<file path="src/rtl/cpm_pkg.sv">
package cpm_pkg;
  typedef enum logic {PH_IDLE = 1'b0, PH_ARMED = 1'b1} phase_t;
endpackage

</file>
<file path="src/rtl/cpm_prescaler.sv">
module cpm_prescaler #(
  parameter int W = 16
) (
  input  logic         clk,
  input  logic         rst,
  input  logic         clr,
  input  logic [W-1:0] div_i,
  output logic         tick_o
);
  logic [W-1:0] ph_q;

  assign tick_o = !clr && (ph_q >= div_i);

  always_ff @(posedge clk) begin
    if (rst || clr)  ph_q <= '0;
    else if (tick_o) ph_q <= '0;
    else             ph_q <= ph_q + 1'b1;
  end


  tick_gap_chk: assert property (@(posedge clk) disable iff (rst)
    (tick_o && div_i != '0 && $stable(div_i)) |=> !tick_o);
endmodule

</file>
<file path="src/rtl/cpm_wrap_counter.sv">
module cpm_wrap_counter #(
  parameter int W = 16
) (
  input  logic         clk,
  input  logic         rst,
  input  logic         clr,
  input  logic         en,
  input  logic [W-1:0] wrap_i,
  output logic [W-1:0] cnt_o,
  output logic [W-1:0] nxt_o,
  output logic         wrap_o
);
  logic [W-1:0] cnt_q;

  function automatic logic [W-1:0] step(input logic [W-1:0] cur,
                                        input logic [W-1:0] lim,
                                        input logic go, input logic zap);
    if (zap)             return '0;
    else if (!go)        return cur;
    else if (cur >= lim) return '0;
    else                 return cur + 1'b1;
  endfunction

  assign nxt_o  = step(cnt_q, wrap_i, en, clr);
  assign wrap_o = en && !clr && (cnt_q >= wrap_i);
  assign cnt_o  = cnt_q;

  always_ff @(posedge clk) begin
    if (rst) cnt_q <= '0;
    else     cnt_q <= nxt_o;
  end


  hold_chk: assert property (@(posedge clk) disable iff (rst)
    (!en && !clr) |=> $stable(cnt_q));

  wrap_zero_chk: assert property (@(posedge clk) disable iff (rst)
    wrap_o |=> (cnt_q == '0));
endmodule

</file>
<file path="src/rtl/cpm_edge_sync.sv">
module cpm_edge_sync (
  input  logic clk,
  input  logic rst,
  input  logic async_i,
  output logic rise_o
);
  logic s1_q, s2_q, s3_q;

  always_ff @(posedge clk) begin
    if (rst) begin
      s1_q <= 1'b0; s2_q <= 1'b0; s3_q <= 1'b0;
    end else begin
      s1_q <= async_i; s2_q <= s1_q; s3_q <= s2_q;
    end
  end

  assign rise_o = s2_q && !s3_q;


  rise_single_chk: assert property (@(posedge clk) disable iff (rst)
    rise_o |=> !rise_o);
endmodule

</file>
<file path="src/rtl/cpm_capture_seq.sv">
module cpm_capture_seq
  import cpm_pkg::*;
#(
  parameter int W = 16
) (
  input  logic         clk,
  input  logic         rst,
  input  logic         rise_i,
  input  logic [W-1:0] lo_nxt_i,
  input  logic [W-1:0] hi_nxt_i,
  output logic         clr_o,
  output logic [W-1:0] cap_lo_o,
  output logic [W-1:0] cap_hi_o,
  output logic         valid_o
);
  phase_t ph_q;
  logic   latch_w;

  assign clr_o   = rise_i && (ph_q == PH_IDLE);
  assign latch_w = rise_i && (ph_q == PH_ARMED);

  always_ff @(posedge clk) begin
    if (rst) begin
      ph_q     <= PH_IDLE;
      cap_lo_o <= '0;
      cap_hi_o <= '0;
      valid_o  <= 1'b0;
    end else begin
      valid_o <= latch_w;
      if (clr_o) ph_q <= PH_ARMED;
      if (latch_w) begin
        ph_q     <= PH_IDLE;
        cap_lo_o <= lo_nxt_i;
        cap_hi_o <= hi_nxt_i;
      end
    end
  end


  arm_chk: assert property (@(posedge clk) disable iff (rst)
    clr_o |=> (ph_q == PH_ARMED) && !valid_o);

  strobe_chk: assert property (@(posedge clk) disable iff (rst)
    valid_o |=> !valid_o);

  disarm_chk: assert property (@(posedge clk) disable iff (rst)
    valid_o |-> (ph_q == PH_IDLE));
endmodule

</file>
<file path="src/rtl/cascade_period_meter.sv">
module cascade_period_meter #(
  parameter int CW = 16,
  parameter int PW = 16,
  localparam int LW = 2 * CW
) (
  input  logic          clk,
  input  logic          rst,
  input  logic [PW-1:0] div_i,
  input  logic [CW-1:0] lo_wrap_i,
  input  logic [CW-1:0] hi_wrap_i,
  input  logic          meas_i,
  output logic [CW-1:0] cap_lo_o,
  output logic [CW-1:0] cap_hi_o,
  output logic          cap_valid_o,
  output logic [LW-1:0] live_cnt_o
);
  logic          tick_w, upd_w, hi_wrap_w, rise_w, clr_w;
  logic [CW-1:0] lo_w, hi_w, lo_nxt_w, hi_nxt_w;

  cpm_edge_sync u_sync (.clk(clk), .rst(rst), .async_i(meas_i), .rise_o(rise_w));

  cpm_prescaler #(.W(PW)) u_div (
    .clk(clk), .rst(rst), .clr(clr_w), .div_i(div_i), .tick_o(tick_w));

  cpm_wrap_counter #(.W(CW)) u_lo (
    .clk(clk), .rst(rst), .clr(clr_w), .en(tick_w), .wrap_i(lo_wrap_i),
    .cnt_o(lo_w), .nxt_o(lo_nxt_w), .wrap_o(upd_w));

  cpm_wrap_counter #(.W(CW)) u_hi (
    .clk(clk), .rst(rst), .clr(clr_w), .en(upd_w), .wrap_i(hi_wrap_i),
    .cnt_o(hi_w), .nxt_o(hi_nxt_w), .wrap_o(hi_wrap_w));

  cpm_capture_seq #(.W(CW)) u_seq (
    .clk(clk), .rst(rst), .rise_i(rise_w), .lo_nxt_i(lo_nxt_w),
    .hi_nxt_i(hi_nxt_w), .clr_o(clr_w), .cap_lo_o(cap_lo_o),
    .cap_hi_o(cap_hi_o), .valid_o(cap_valid_o));

  assign live_cnt_o = {hi_w, lo_w};


  hi_step_chk: assert property (@(posedge clk) disable iff (rst)
    (upd_w && !hi_wrap_w) |=> (hi_w == CW'($past(hi_w) + 1'b1)));

  hi_wrap_chk: assert property (@(posedge clk) disable iff (rst)
    hi_wrap_w |=> (hi_w == '0));

  upd_needs_tick_chk: assert property (@(posedge clk) disable iff (rst)
    upd_w |-> (tick_w && !clr_w));

  clear_chk: assert property (@(posedge clk) disable iff (rst)
    clr_w |=> (live_cnt_o == '0));
endmodule

</file>
<file path="config.mk">
export PLATFORM = sky130hd
export DESIGN_NAME = cascade_period_meter
export DESIGN_NICKNAME = d
export VERILOG_FILES = /design/src/rtl/cpm_pkg.sv /design/src/rtl/cpm_prescaler.sv /design/src/rtl/cpm_wrap_counter.sv /design/src/rtl/cpm_edge_sync.sv /design/src/rtl/cpm_capture_seq.sv /design/src/rtl/cascade_period_meter.sv
export SDC_FILE = /design/constraint.sdc
export NUM_CORES = 1
export LEC_CHECK = 0
export BUFFER_PORTS_ARGS = -buffer_cell sky130_fd_sc_hd__clkbuf_2
export CORE_AREA = 2 2 125 91
export CTS_CLUSTER_DIAMETER = 150
export CTS_CLUSTER_SIZE = 12
export DETAILED_ROUTE_END_ITERATION = 8
export DIE_AREA = 0 0 127 93
export MAX_ROUTING_LAYER = met4
export PLACE_DENSITY = 0.77
export SLEW_MARGIN = 20
export SYNTH_ARGS = -nofsm -noshare
export SYNTH_HDL_FRONTEND = slang
export SYNTH_SLANG_ARGS = --single-unit
</file>
<file path="constraint.sdc">
create_clock -name clk -period 2.5 [get_ports clk]
set_input_delay 0 -clock clk [delete_from_list [all_inputs] [get_ports clk]]
set_output_delay 0 -clock clk [all_outputs]
set_load 0.005 [all_outputs]
</file>
# [Word level (Yosys, flattened, before mapping)]
# Cells that the tools add are included.
[classes] add_sub_neg=3 n_lt_le_gt_ge=3 n_mux=6 bitwise_logic=1 n_reduce_logical=11
[ops] op="16-bit 2-to-1 mux" count=6
[ops] op="16-bit by 1-bit adder with 16-bit output, second input constant" count=3
[ops] op="16-bit >= comparator" count=3
[ops] op="1-bit logical AND" count=6
[ops] op="2-bit OR reduction" count=2
[ops] op="1-bit zero test" count=2
[ops] op="1-bit logical OR" count=1
[ops] op="1-bit inverter" count=1
[word_totals] ff_bits=85 in_bits=51 output_inout_bits=65

# [Logic depth before layout (Yosys ltp)]
# Gate-level depths: netlist (run 1).
[logic_depth] word_depth=9 depth_mapped=11 mapped_depth_nobuf=9

# [Hierarchy]
# From an unflattened synthesis (run 1), not the netlist that was laid out.
[unflattened] hier_cells=611 area_unflattened_um2=5217.5
[modules_own_cells] module="cpm_wrap_counter" instances=2 cells_each=158 area_each_um2=1224.9 seq_area_each_um2=320.3
[modules_own_cells] module="cpm_capture_seq" instances=1 cells_each=153 area_each_um2=1453.9 seq_area_each_um2=680.7
[modules_own_cells] module="cpm_prescaler" instances=1 cells_each=135 area_each_um2=1226.2 seq_area_each_um2=320.3
[modules_own_cells] module="cpm_edge_sync" instances=1 cells_each=7 area_each_um2=87.6 seq_area_each_um2=60.1

# [Worst setup path before layout (run 1)]
# No wires, ideal clock.
[synth_timing] kind="register to register" from="reg u_hi.cnt_q[0] (netlist: u_hi.cnt_o[0])" to="reg u_seq.cap_hi_o[1]" arrival_ps=2348 t_required_ps=2363 setup_slack_ps=15 path_stages_with_launch=11 path_buffers=1 synth_period_minus_slack_ps=2485 path_cell_list="dfxtp_1 inv_1 ha_1 nand2b_1 a31oi_1 o311a_1 o41ai_4 buf_2 inv_1 a31oi_1 a211oi_1"
[synth_via] elab_chain_cells=4 elab_cells_between_ends=5
[synth_lines] item="start: declaration" line="cpm_wrap_counter.sv:13" source="logic [W-1:0] cnt_q;"
[synth_lines] item="start signal: assignment" line="cpm_wrap_counter.sv:30" source="else cnt_q <= nxt_o;"
[synth_lines] item="16-bit by 1-bit adder with 16-bit output / 16-bit >= comparator (equally long branches)" line="cpm_wrap_counter.sv:21, cpm_wrap_counter.sv:20"
[synth_lines] item="16-bit 2-to-1 mux (*)" line="cpm_wrap_counter.sv:20" source="else if (cur >= lim) return '0;"
[synth_lines] item="16-bit 2-to-1 mux (*)" line="cpm_wrap_counter.sv:19" source="else if (!go) return cur;"
[synth_lines] item="16-bit 2-to-1 mux (*)" line="cpm_wrap_counter.sv:18" source="if (zap) return '0;"
[synth_lines] item="end signal: assignment" line="cpm_capture_seq.sv:34" source="cap_hi_o <= hi_nxt_i;"
[synth_lines] item="end: declaration" line="cpm_capture_seq.sv:13" source="output logic [W-1:0] cap_hi_o,"
# Every way passes the cells marked *; elsewhere a longest branch is shown, timed or not.
# A chain may end at the register's enable or synchronous reset.

# [Worst setup path after layout (run 1)]
[layout_timing] from="reg u_hi.cnt_q[2] (netlist: u_hi.cnt_o[2])" to="reg u_seq.cap_hi_o[15]"
# The elaborated chain is that of the path after synthesis.

==> flow_summary.ini, run 1 <==
[worst_setup_path]
crit_family = compound AO/OA/AOI/OAI gates
r2r_cells = 10
r2r_end = u_seq.cap_hi_o[15]
cpPeakStageDelay_ns = 0.36
critPathCaptureType = register
startpoint = u_hi.cnt_o[2]
crit_type = reg2reg
crit_buf_inv = 2
cp-start-kind = register
critPathMaxFanout = 6
crit_path_cell_trace = ha_4 -> a211o_1 -> a31oi_1 -> o311a_1 -> o41ai_4 -> buf_4 -> buf_8 -> nor4_4 -> mux2i_1 -> a311oi_1
arrival_ns = 2.74
endpoint = u_seq.cap_hi_o[15]
path_depth = 10
r2r_setup_slack_ns = 0.0008
regToRegStartpoint = u_hi.cnt_o[2]
worstPathRequired_ns = 2.74
crit_path_top_delay_cell = dfxtp_4

[pwr]
intPower_uw = 2470
p_switching_uw = 662
seqPwrFrac_pct = 43.8
p_per_area_nw_per_um2 = 460
p_sw_share_pct = 21.2
p_comb_share_pct = 6.9
power.leakage_uw = 0.00317
peakVddDrop_mv = 0.296
pwr-share-clk_pct = 49.2
power_uw = 3130

[global_route]
grt.total_usage_pct = 23.7
antenna_found_initial = 0
grt_pass1_wl_um = 21800
overflow = 0
grt_pass1_vias = 4669
grt_max_degree = 29

[die]
start_util_pct = 44.0
dieHeight_um = 93
die_w_um = 127
placementRows = 32
die_area_um2 = 11800
io_pins = 116
core_um2 = 10700

[sta]
min_period_ns = 2.50
hold_viol = 0
worst_pin_slew_ns = 0.733
fin_skew_ns = 0.00893
rsz0062_at_grt = true
holdWs_ns = 0.327
period_share_pct = 100
maxSlewHeadroom_pct = 51.2
fmax_ghz = 0.400
fin_tns_setup_ns = 0
finalSetupViolations = 0
maxSlewViolCount = 0

[layout]
fin_area_um2 = 6800
n_fill_cell = 880
nets = 860
seq_area_um2 = 1720
syn_to_final_growth_pct = 45.2
drive_gt1_share_pct = 37.4
multi_input_area_um2 = 3150
antenna_cells = 0
finalNonFillerCells = 899

[detailed_routing]
wl_um = 14800
drt_iter0_markers = 305
first_pass_iters = 8
vias = 4957
viasPerCell = 5.51
ant_nets = 0
drc = 0
wl_per_cell_um = 16.4

[cts]
path_clk_slew_ns = 0.07
clkLatencyLatePin_ns = 0.34
htreeDepth = 3
clockBufferDepth = 2
cts_tree = yes
cts.sinks = 85
cts_root_buf = clkbuf_16
cts_buffers = 9

[hold_path]
min_delay_path_depth = 2
hold_path.class = in2reg

[logic_synthesis]
syn_nets = 677
synth-seq-area-share_pct = 36.3
syn_area_per_cell_um2 = 8.15
synth_compound_area_share_pct = 15.8
synthesis.area_um2 = 4690
synth_mux_area_share_pct = 0.214
synth_xor_area_share_pct = 4.49
synth-simple-area-share_pct = 23.2
async_reset_ff_share_pct = 0
ys_types = 48
syn-instance-count = 575
synth_area_leaders = dfxtp_1, ha_1, nor2_1
yosysMostFrequentCell = nor2_1
ys_top_cells_by_count = nor2_1, dfxtp_1, inv_1
synthAdderAreaFrac_pct = 13.6
ys_warn_count = 0
synth_edf_count = 0
ys_ff_latch = 85
synth_top_family_by_area = simple AND/OR/NAND/NOR gates
synthFlopType = dfxtp_1
yosysTopAreaCell = dfxtp_1
synth_top_area_share_pct = 36.3

[job]
cap_viol_max_count = 0

[place]
gp_congestion = 1.01
dp_cells = 864
io_buffers = 115
placed_cell_area_um2 = 5790
dp_hpwl_um = 10300

[outcome]
status = finished clean
[per-layer routing]
| layer | track usage, % | part of all wire, % | wire (um) |
|---|---|---|---|
| met1 | 30.7 | 44 | 6520 |
| met2 | 37.0 | 46 | 6800 |
| met3 | 5.32 | 7.7 | 1150 |
| met4 | 8.15 | 2.1 | 316 |
| met5 | - | 0 | 0 |
[metrics by stage]
stage                     util [%]  setup slack (ns)
after CTS                     58.4           -0.0232
after floorplan                  -            0.0145
final                         63.9          0.000841
after global routing          63.9            -0.105
after global placement        54.4           -0.0960
after detailed placement      54.4            -0.255
[cell type report]
cell class | instances | area share, %
clock buffers | 12 | 3.62
clock inverters | 4 | 1.40
inverters | 54 | 2.98
multi-input cells | 416 | 46.4
flip-flops and latches | 85 | 25.3
well taps | 136 | 2.50
repair buffers | 192 | 17.8
[worst reg2reg max path, cell delays in order (launching register included)]
cell and delay [ns]:
dfxtp_4 0.36, ha_4 0.24, a211o_1 0.24, a31oi_1 0.19, o311a_1 0.33, o41ai_4 0.10
buf_4 0.17, buf_8 0.13, nor4_4 0.26, mux2i_1 0.10, a311oi_1 0.29
[timing repair]
item | 4_1_cts | 5_1_grt
setup buffers | 2 | 12
resized for setup | 19 | 100
pin swaps | 6 | 47
cloned | 0 | 4
endpoints found under the setup margin | 74 | 76
hold buffers | 1 | 0
endpoints found under the hold margin | 1 | 0
[state kept, by name, indices dropped and copies added (netlist names)]
signal	cells
u_div.ph_q	16
u_hi.cnt_o	16
u_lo.cnt_o	16
u_seq.cap_hi_o	16
u_seq.cap_lo_o	16
u_seq.ph_q	1
u_seq.valid_o	1
u_sync.s1_q	1
u_sync.s2_q	1
u_sync.s3_q	1
[logic make-up (layout without fill, tap and decap cells)]
family                   Yosys count  in the layout
XOR/XNOR                          24             24
AO/OA/AOI/OAI                    112            112
multiplexers                       1              1
buffers and inverters             75            262
adder cells (fa/ha/maj)           51             51
AND/OR/NAND/NOR                  227            228
flip-flops                        85             85
[layout by cell type (no fill, tap or decap), types with 11 or more instances in the layout]
cell type / n
inv_1: 52
nand2_1: 41
ha_4: 15
clkbuf_2: 115
buf_4: 65
o21ai_0: 15
nand3_1: 24
a21oi_1: 26
dfxtp_1: 72
ha_1: 36
nand4_1: 14
xor2_1: 15
dfxtp_2: 11
nor2_1: 88
[power by group through the flow]
| stage | combinational [uW] | sequential [uW] | clock, uW |
|---|---|---|---|
| 2_1_floorplan | 99.7 | 1400 | 0 |
| 3_3_place_gp | 167 | 1400 | 0 |
| 3_5_place_dp | 178 | 1400 | 0 |
| 4_1_cts | 185 | 1370 | 1550 |
| 5_1_grt | 242 | 1370 | 1610 |
| 6_report | 216 | 1370 | 1540 |
[worst min path at each step]
| stage | from | to | slack (ns) |
|---|---|---|---|
| after floorplan | meas_i | u_sync.s1_q | 0.13 |
| after global placement | meas_i | u_sync.s1_q | 0.26 |
| after detailed placement | meas_i | u_sync.s1_q | 0.27 |
| after CTS | rst | u_seq.ph_q | 0.26 |
| after global routing | rst | u_seq.cap_hi_o[0] | 0.35 |
| final | rst | u_seq.cap_hi_o[9] | 0.33 |
Power figures use the tool's default switching activity.
==> run 2, diff against run 1 <==
--- a/config.mk
+++ b/config.mk
@@ -5,15 +5,16 @@
 export SDC_FILE = /design/constraint.sdc
 export NUM_CORES = 1
 export LEC_CHECK = 0
+export ABC_AREA = 1
 export BUFFER_PORTS_ARGS = -buffer_cell sky130_fd_sc_hd__clkbuf_2
-export CORE_AREA = 2 2 125 91
+export CORE_AREA = 2 2 133 96
 export CTS_CLUSTER_DIAMETER = 150
-export CTS_CLUSTER_SIZE = 12
+export CTS_CLUSTER_SIZE = 10
 export DETAILED_ROUTE_END_ITERATION = 8
-export DIE_AREA = 0 0 127 93
+export DIE_AREA = 0 0 135 98
 export MAX_ROUTING_LAYER = met4
-export PLACE_DENSITY = 0.77
-export SLEW_MARGIN = 20
+export PLACE_DENSITY = 0.75
+export SLEW_MARGIN = 30
 export SYNTH_ARGS = -nofsm -noshare
 export SYNTH_HDL_FRONTEND = slang
 export SYNTH_SLANG_ARGS = --single-unit
==> run 2 against run 1 <==
Net effect: final area fell by 4.8%; first-iteration DRC count rose by 0.33%; critical path depth rose by 1; worst setup slack improved by 0.36 ns; routed wire length fell by 8.0%; sequential power barely moved; die area rose by 12%; global-route usage fell by 2.0 points; via count rose by 5.7%.
==> flow_summary.ini, run 2 <==
[logic_synthesis]
synth_area_leaders = dfxtp_1, nand2_1, ha_1
synth_top_area_share_pct = 32.5
synth-seq-area-share_pct = 32.5
syn_nets = 872
syn_area_per_cell_um2 = 6.81
ys_ff_latch = 85
async_reset_ff_share_pct = 0
yosysMostFrequentCell = nand2_1
ys_types = 35
ys_warn_count = 0
yosysTopAreaCell = dfxtp_1
synthFlopType = dfxtp_1
ys_top_cells_by_count = nand2_1, inv_1, dfxtp_1
synthesis.area_um2 = 5240
synth_edf_count = 0
syn-instance-count = 770

[pwr]
p_switching_uw = 649
power.leakage_uw = 0.00351
intPower_uw = 2430
p_comb_share_pct = 5.7
p_sw_share_pct = 21.0
seqPwrFrac_pct = 44.3
peakVddDrop_mv = 0.400
p_per_area_nw_per_um2 = 476
pwr-share-clk_pct = 50.0

[detailed_routing]
wl_per_cell_um = 12.7
vias = 5242
wl_um = 13600
drt_iter0_markers = 306
drc = 0
ant_nets = 0
first_pass_iters = 5
viasPerCell = 4.88

[cts]
cts_setup_buffers = 0
clockBufferDepth = 2
cts_root_buf = clkbuf_16
cts.sinks = 85
cts_resized = 0
clkLatencyLatePin_ns = 0.34
path_clk_slew_ns = 0.06
cts_tree = yes
htreeDepth = 3
cts_buffers = 9

[worst_setup_path]
crit_path_top_delay_cell = dfxtp_1
critPathCaptureType = register
arrival_ns = 2.43
crit_type = reg2reg
crit_family = simple AND/OR/NAND/NOR gates
critPathMaxFanout = 16
cp_common_cell = nand2_2
cp-start-kind = register
crit_path_cell_trace = ha_1 -> a21oi_1 -> nand3_1 -> nand2_1 -> clkinv_1 -> nand2_2 -> nand2_2 -> inv_1 -> nand2_2 -> a21oi_1 -> o21a_1
crit_buf_inv = 2
cpPeakStageDelay_ns = 0.43
worstPathRequired_ns = 2.79

[sta]
fmax_ghz = 0.467
maxSlewViolCount = 0
worst_pin_slew_ns = 0.504
period_share_pct = 85.6
fin_skew_ns = 0.00656
fin_tns_setup_ns = 0
finalSetupViolations = 0
maxSlewHeadroom_pct = 66.4
rsz0062_at_grt = false
min_period_ns = 2.14
hold_viol = 0

[layout]
drive_gt1_share_pct = 19.8
fin_util_pct = 53.6
nets = 1010
antenna_cells = 0
final_common_cell = nand2_1
n_fill_cell = 1197
final_cell_mix = nand2_1, inv_1, clkbuf_2, dfxtp_1, nor2_1
syn_to_final_growth_pct = 23.6

[place]
io_buffers = 115
gp_congestion = 0.903
dp_hpwl_um = 10600

[global_route]
antenna_found_initial = 0
overflow = 0
grt_max_degree = 27
grt.total_usage_pct = 21.7
grt_pass1_vias = 4719
grt_pass1_wl_um = 22700

[die]
die_area_um2 = 13200
placementRows = 34
dieHeight_um = 98
die_w_um = 135
io_pins = 116
start_util_pct = 43.4
core_um2 = 12100

[hold_path]
hold_path.class = in2reg

[job]
cap_viol_max_count = 0

[outcome]
status = finished clean
==> run 2: changes by cell type in the layout (fill, tap and decap cells not counted), moves of 11 or more <==
cell	previous run	this run
ha_1	36	51
buf_4	65	24
inv_1	52	123
nand2_1	41	220
ha_4	15	0
dfxtp_1	72	85
nand3_1	24	57
nor2_1	88	74
dfxtp_2	11	0
==> run 2: per-stage QoR <==
step           hold slack [ns]  area [um2]  cells  setup slack (ns)  total power (uW)
4_1_cts                  0.173        6480   1075             0.353              3100
6_report                 0.177        6480   1075             0.361              3080
5_1_grt                  0.207        6480   1075            0.0990              3200
3_3_place_gp             0.198        6130   1058             0.379              1570
2_1_floorplan            0.107        5240    770             0.735              1500
3_5_place_dp             0.206        6130   1058             0.379              1570
==> run 2: logic make-up (layout without fill, tap and decap cells) <==
logic type	after synthesis	after routing	share of synthesized area (%)
XOR/XNOR	22	22	3.67
AND/OR/NAND/NOR	408	408	34.5
flip-flops	85	85	32.5
adder cells (fa/ha/maj)	51	51	12.2
buffers and inverters	140	283	10.5
AO/OA/AOI/OAI	64	64	6.66
==> run 2: layout make-up <==
cell class                 count  area [um2]  share of cell area, %
multi-input combinational    545        2990                   46.2
timing repair buffer         140         766                   11.8
tap                          162         203                   3.13
clock buffer                  12         246                   3.80
clock inverter                 4        95.1                   1.47
sequential                    85        1700                   26.3
inverter                     127         477                   7.36
==> run 2: power groups by stage <==
stage	logic (uW)	clock network [uW]	registers, uW
finish	175	1540	1370
global route	203	1630	1370
CTS	178	1560	1370
floorplan	109	0	1400
global placement	173	0	1400
detailed placement	175	0	1400
==> run 2: worst paths after layout <==
| check | from | end | slack [ns] | cells after the start |
|---|---|---|---|---|
| setup / recovery | u_div.ph_q[7] | u_div.ph_q[12] | 0.36 | 11 |
| setup reg to reg | u_div.ph_q[7] | u_div.ph_q[12] | 0.36 | 11 |
| hold reg to reg | u_sync.s1_q | u_sync.s2_q | 0.40 | 2 |
| hold / removal | rst | u_lo.cnt_o[12] | 0.18 | 2 |
==> run 2: per-layer routing <==
layer	vias up	track usage [%]	wire, um
met2	155	31.9	5710
met3	12	4.88	989
met1	2371	31.0	6790
met4	0	3.69	114
met5	-	-	0
li1	2704	-	-
==> run 2: timing repair <==
action | 4_1_cts | 5_1_grt
hold buffers | 1 | 0
setup endpoints to repair | 0 | 0
endpoints found under the hold margin | 1 | 0
